## config.mk

```make
export PLATFORM = sky130hd
export DESIGN_NAME = psram_pwr_seq
export DESIGN_NICKNAME = d
export VERILOG_FILES = /design/src/rtl/psram_pwr_pkg.sv /design/src/rtl/psq_timer.sv /design/src/rtl/psq_fsm.sv /design/src/rtl/psram_pwr_seq.sv
export SDC_FILE = /design/constraint.sdc
export NUM_CORES = 1
export LEC_CHECK = 0
export ABC_AREA = 1
export CAP_MARGIN = 20
export CORE_MARGIN = 3
export CORE_UTILIZATION = 40
export DETAILED_ROUTE_END_ITERATION = 8
export DONT_BUFFER_PORTS = 1
export PLACE_DENSITY = 0.57
export SLEW_MARGIN = 30
export SYNTH_ARGS = -nofsm -noshare
export SYNTH_HDL_FRONTEND = slang
export SYNTH_HIERARCHICAL = 1
export SYNTH_SLANG_ARGS = --single-unit
```

## constraint.sdc

```tcl
create_clock -name clk -period 4.1 [get_ports clk]
set_input_delay 0.205 -clock clk [delete_from_list [all_inputs] [get_ports clk]]
set_output_delay 0.205 -clock clk [all_outputs]
set_load 0.02 [all_outputs]
```

## src/rtl/psram_pwr_pkg.sv

```systemverilog
package psram_pwr_pkg;

   typedef enum logic [2:0] {
      PS_PWRUP = 3'd0,
      PS_READY = 3'd1,
      PS_ENTER = 3'd2,
      PS_DOWN  = 3'd3,
      PS_WAKE  = 3'd4
   } psq_state_t;

   // Interval in ns to clock cycles, rounded up, never below one.
   function automatic int unsigned ns2cyc(input int unsigned ns, input int unsigned per);
      int unsigned c;
      c = (ns + per - 1) / per;
      return (c == 0) ? 1 : c;
   endfunction

endpackage

```

## src/rtl/psq_timer.sv

```systemverilog
module psq_timer #(
   parameter int unsigned W = 8
) (
   input  logic         clk,
   input  logic         rst_n,
   input  logic         restart,
   input  logic [W-1:0] limit,
   output logic         done
);
   logic [W-1:0] cnt;

   assign done = ({1'b0, cnt} + {{W{1'b0}}, 1'b1}) >= {1'b0, limit};

   always_ff @(posedge clk or negedge rst_n) begin
      if (!rst_n)       cnt <= '0;
      else if (restart) cnt <= '0;
      else if (!done)   cnt <= cnt + 1'b1;
   end
endmodule

```

## src/rtl/psq_fsm.sv

```systemverilog
module psq_fsm
   import psram_pwr_pkg::*;
#(
   parameter int unsigned W          = 8,
   parameter int unsigned PWRUP_CYC  = 10,
   parameter int unsigned MINLOW_CYC = 5,
   parameter int unsigned WAKE_CYC   = 8,
   parameter bit          HOLD_WAKE  = 1'b1
) (
   input  logic         clk,
   input  logic         rst_n,
   input  logic         sleep_req,
   input  logic         wake_req,
   input  logic         ctrl_idle,
   input  logic         tmr_done,
   output psq_state_t   state,
   output logic         accept,
   output logic         restart,
   output logic [W-1:0] limit
);
   psq_state_t nxt;
   logic       go_wake;

   assign accept = (state == PS_READY) && sleep_req && ctrl_idle;

   generate
      if (HOLD_WAKE) begin : g_hold
         logic pend;
         always_ff @(posedge clk or negedge rst_n) begin
            if (!rst_n)
               pend <= 1'b0;
            else if (state == PS_ENTER || state == PS_DOWN)
               pend <= pend | wake_req;
            else
               pend <= 1'b0;
         end
         assign go_wake = tmr_done && (pend || wake_req);
      end else begin : g_level
         assign go_wake = tmr_done && wake_req;
      end
   endgenerate

   always_comb begin
      nxt = state;
      unique case (state)
         PS_PWRUP: if (tmr_done) nxt = PS_READY;
         PS_READY: if (accept)   nxt = PS_ENTER;
         PS_ENTER: nxt = PS_DOWN;
         PS_DOWN:  if (go_wake)  nxt = PS_WAKE;
         PS_WAKE:  if (tmr_done) nxt = PS_READY;
         default:  nxt = PS_PWRUP;
      endcase
   end

   always_comb begin
      unique case (state)
         PS_PWRUP: limit = W'(PWRUP_CYC);
         PS_DOWN:  limit = W'(MINLOW_CYC);
         PS_WAKE:  limit = W'(WAKE_CYC);
         default:  limit = W'(1);
      endcase
   end

   assign restart = (nxt != state);

   always_ff @(posedge clk or negedge rst_n) begin
      if (!rst_n) state <= PS_PWRUP;
      else        state <= nxt;
   end
endmodule

```

## src/rtl/psram_pwr_seq.sv

```systemverilog
module psram_pwr_seq
   import psram_pwr_pkg::*;
#(
   parameter int unsigned CLK_PERIOD_NS   = 20,
   parameter int unsigned PWRUP_NS        = 100000,
   parameter int unsigned MINLOW_NS       = 1000,
   parameter int unsigned WAKE_NS         = 100000,
   parameter bit          HOLD_EARLY_WAKE = 1'b1
) (
   input  logic clk,
   input  logic rst_n,
   input  logic sleep_req,
   input  logic wake_req,
   input  logic ctrl_idle,
   input  logic inval_clr,
   input  logic acc_cs_n,
   output logic acc_ready,
   output logic mem_cs_n,
   output logic mem_pd_n,
   output logic data_lost
);
   localparam int unsigned PWRUP_CYC  = ns2cyc(PWRUP_NS, CLK_PERIOD_NS);
   localparam int unsigned MINLOW_CYC = ns2cyc(MINLOW_NS, CLK_PERIOD_NS);
   localparam int unsigned WAKE_CYC   = ns2cyc(WAKE_NS, CLK_PERIOD_NS);
   localparam int unsigned MAX_A      = (PWRUP_CYC > WAKE_CYC) ? PWRUP_CYC : WAKE_CYC;
   localparam int unsigned MAX_CYC    = (MAX_A > MINLOW_CYC) ? MAX_A : MINLOW_CYC;
   localparam int unsigned W          = $clog2(MAX_CYC + 1);

   initial begin
      if (CLK_PERIOD_NS == 0) $error("psram_pwr_seq: clock period must be nonzero");
   end

   psq_state_t   state;
   logic         accept, restart, tmr_done;
   logic [W-1:0] limit;

   psq_fsm #(
      .W(W), .PWRUP_CYC(PWRUP_CYC), .MINLOW_CYC(MINLOW_CYC),
      .WAKE_CYC(WAKE_CYC), .HOLD_WAKE(HOLD_EARLY_WAKE)
   ) u_fsm (
      .clk(clk), .rst_n(rst_n), .sleep_req(sleep_req), .wake_req(wake_req),
      .ctrl_idle(ctrl_idle), .tmr_done(tmr_done), .state(state),
      .accept(accept), .restart(restart), .limit(limit)
   );

   psq_timer #(.W(W)) u_tmr (
      .clk(clk), .rst_n(rst_n), .restart(restart), .limit(limit), .done(tmr_done)
   );

   assign acc_ready = (state == PS_READY) && !accept;
   assign mem_cs_n  = acc_cs_n | ~acc_ready;
   assign mem_pd_n  = (state != PS_DOWN);

   always_ff @(posedge clk or negedge rst_n) begin
      if (!rst_n)                 data_lost <= 1'b1;
      else if (state == PS_ENTER) data_lost <= 1'b1;
      else if (inval_clr)         data_lost <= 1'b0;
   end
endmodule

```

==> summary.txt <==
Critical path
  – Crit path kind: reg2reg
  – Buf/Inv on CP: 2
  – Critical Path AT: 3.74 ns
  – Critical path's largest stage delay: 0.45 ns
  – Crit start category: flip-flop
  – CP Cell Sequence: ha_1 -> nand3_1 -> nor3_2 -> nand2_1 -> nand2_1 -> nand2_1 -> ha_1 -> nand3_1 -> nor3_1 -> nand2_1 -> nand3_4 -> inv_1 -> nor2_1 -> nand2_1 -> nand2_1 -> nor2_1 -> nand3_1 -> clkinvlp_4 -> nand4_1 -> nand2_1
  – Slack of the worst reg-to-reg path: 0.50 ns
  – Critical path fanouts, max: 26
  – Req. time, crit path: 4.23 ns
  – Cell family with most CP delay: simple AND/OR/NAND/NOR gates
  – Cell repeated most along the worst path: nand2_1
  – CP max-delay cell: dfrtp_1
  – CP Capture Type: flip-flop

Detailed routing
  – Vias: 1,396
  – DR WL/cell: 11.6 µm
  – First-pass iteration count of the detailed router: 5
  – DR iter-0 viols: 48
  – DRC: 0
  – Routed vias/inst: 4.99
  – Total wire length: 3250 µm
  – ANT nets after route: 0

Yosys
  – Mapped Cells: 238
  – Top cells by area, synth: dfrtp_1 (25%), nand2_1 (15%), ha_1 (11%), inv_1 (8.3%), nand3_1 (6.9%)
  – Largest area contributor in the netlist: dfrtp_1
  – #FFs+latches synth: 18
  – Post-synth top cells: nand2_1 (66), inv_1 (37), nand3_1 (23), dfrtp_1 (17), nand4_1 (16)
  – Post-Syn Area per Cell: 7.04 µm²
  – Compound-Gate Fraction of Synth Area: 0.0261
  – Async set-reset flop share out of synthesis: 1.00
  – Syn Std Cell Area: 1680 µm²
  – Post-synth top flop: dfrtp_1
  – Fraction of the mapped netlist area in adder cells: 0.112
  – Count leader, synth: nand2_1
  – Post-synthesis mux area share: 0
  – Synth top area share: 0.254
  – Sequential-to-total area share from yosys stat: 0.270
  – Main combinational cell family by area after synthesis: simple AND/OR/NAND/NOR gates
  – Synth Area in XOR/XNOR: 0.0418
  – Number of flops mapped to enable cells by yosys: 0
  – Post-synthesis simple-gate area fraction: 0.391
  – Yosys cell types: 30
  – Synth warn: 6

Clocking
  – Total CTS buffers: 3
  – TritonCTS clock tree: yes
  – # H-tree levels: 1
  – Worst-Skew Late Latency: 0.25 ns
  – Post-CTS Setup Bufs: 0
  – Sink Count: 18
  – CTS clk-pin slew, worst paths: 0.07 ns
  – Root buffer cell: clkbuf_8
  – Clk buf depth: 2

Global routing
  – GRT Util Overall: 0.144
  – Total gr overflow: 0
  – Vias in the first global route: 1,292
  – Initial antenna violation count: 0
  – Largest net degree at the start of global routing: 27
  – First-pass GRT wire length: 5930 µm

Placement
  – Gpl congestion: 0.849
  – Dpl cell area: 1640 µm²
  – DP Worst Slack: 0.321 ns
  – Post-DP HPWL: 2500 µm
  – Number of I/O port buffers: 0

Cells and area
  – Final nets: 255
  – Layout area overhead: 1.27%
  – Final Cell Area: 1700 µm²
  – Fill cell count: 412
  – Layout cells sized above 1: 0.0991
  – Inserted Diodes: 0

Pwr
  – Pwr/cell area: 194 nW/µm²
  – VDD IR max: 0.160 mV
  – LEAKAGE: 0.000893 µW

STA
  – Period utilisation layout: 0.879
  – Endpoints failing setup: 0
  – Unrepaired setup endpoints after global routing: no
  – Final hold vios: 0
  – Clk_skew: 0.00833 ns
  – Max-slew violation count: 0
  – Transition time of the tightest slew-check pin: 0.844 ns
  – F_max: 277 MHz
  – Setup_tns: 0 ns
  – Max transition margin: 0.435
  – Post-route setup slack: 0.496 ns
  – Fin crit period: 3.60 ns

Floorplanning
  – I/O pins: 11
  – Core Box Area: 3850 µm²
  – Initial Utilization: 0.435
  – # rows: 22
  – Die ar.: 5000 µm²
  – Die boundary width: 70.7 µm
  – Height of the die: 70.7 µm

Worst hold path
  – Min-delay worst type: in2reg

Outcome
  – Run status: finished, final reports clean

Run
  – Max-Cap Viols: 0
## what timing repair did
item / 4_1_cts / 5_1_grt
setup endpoints to repair: 0 / 13
gates resized for setup: 0 / 1
hold buffers: 1 / 0
endpoints found under the hold margin: 18 / 0
## worst min-delay path: stages
cell and delay [ns]:
inv_1 0.02, nand2_1 0.04, nand2_1 0.04
## cells by family after synthesis
family | after synthesis
simple gates | 135
buf+inv | 54
flops | 18
fa+ha+maj | 15
xor+xnor | 8
compound gates | 7
other cells | 1
## area by class of cell
type | instances | area, µm² | share of cell area
multi-input combinational | 169 | 972 | 0.573
tap | 48 | 60.1 | 0.0354
sequential | 18 | 452 | 0.266
clock buffer | 4 | 45.0 | 0.0265
timing repair buffer | 2 | 17.5 | 0.0103
inverter | 39 | 150 | 0.0885
## final timing paths
check / start / endpoint / cells past startpoint
worst min-delay path: inval_clr / data_lost / 3
worst min register to register: data_lost / data_lost / 2
min in group asynchronous: rst_n / u_fsm/g_hold.pend / 1
worst max-delay path: u_tmr/cnt[0] / u_tmr/cnt[8] / 20
max in group asynchronous: rst_n / u_tmr/cnt[12] / 1
worst max register to register: u_tmr/cnt[0] / u_tmr/cnt[8] / 20
## registers in the layout, indices dropped and copies added (netlist names)
register	count
u_tmr/cnt	13
u_fsm/state	3
data_lost	1
u_fsm/g_hold.pend	1
## stage by stage
step	total power [µW]	hold slack (ns)	util	cells
detailed placement	198	-0.0902	0.425	275
CTS	331	0.0570	0.439	280
global placement	198	-0.0902	0.425	275
finish	328	0.0608	0.440	280
global route	346	0.0636	0.440	280
floorplan	200	-0.0906	-	241
## where the power goes
group	internal, µW	switching, µW	leakage (µW)
Combinational	5.50	15.8	0.000652
Clock	69.0	60.1	0.0000228
Sequential	178	0.0000000000000969	0.000218
Total	252	76.0	0.000893
## metal layers
metal | vias up | track usage | routed length (µm)
li1 | 733 | - | -
met1 | 635 | 0.218 | 1750
met2 | 28 | 0.208 | 1370
met3 | 0 | 0.0199 | 135
met4 | 0 | 0.0480 | 0
met5 | - | 0 | 0
## cells in the final DEF (no fill, tap or decap), types with 5 or more instances in the layout
| cell type | n |
|---|---|
| inv_1 | 37 |
| nand4_1 | 16 |
| nand2_1 | 66 |
| ha_1 | 15 |
| xnor2_1 | 5 |
| nand3_1 | 23 |
| nand3_2 | 5 |
| nor2_2 | 6 |
| nor2_1 | 12 |
| dfrtp_1 | 17 |
(Power assumes the default switching activity.)
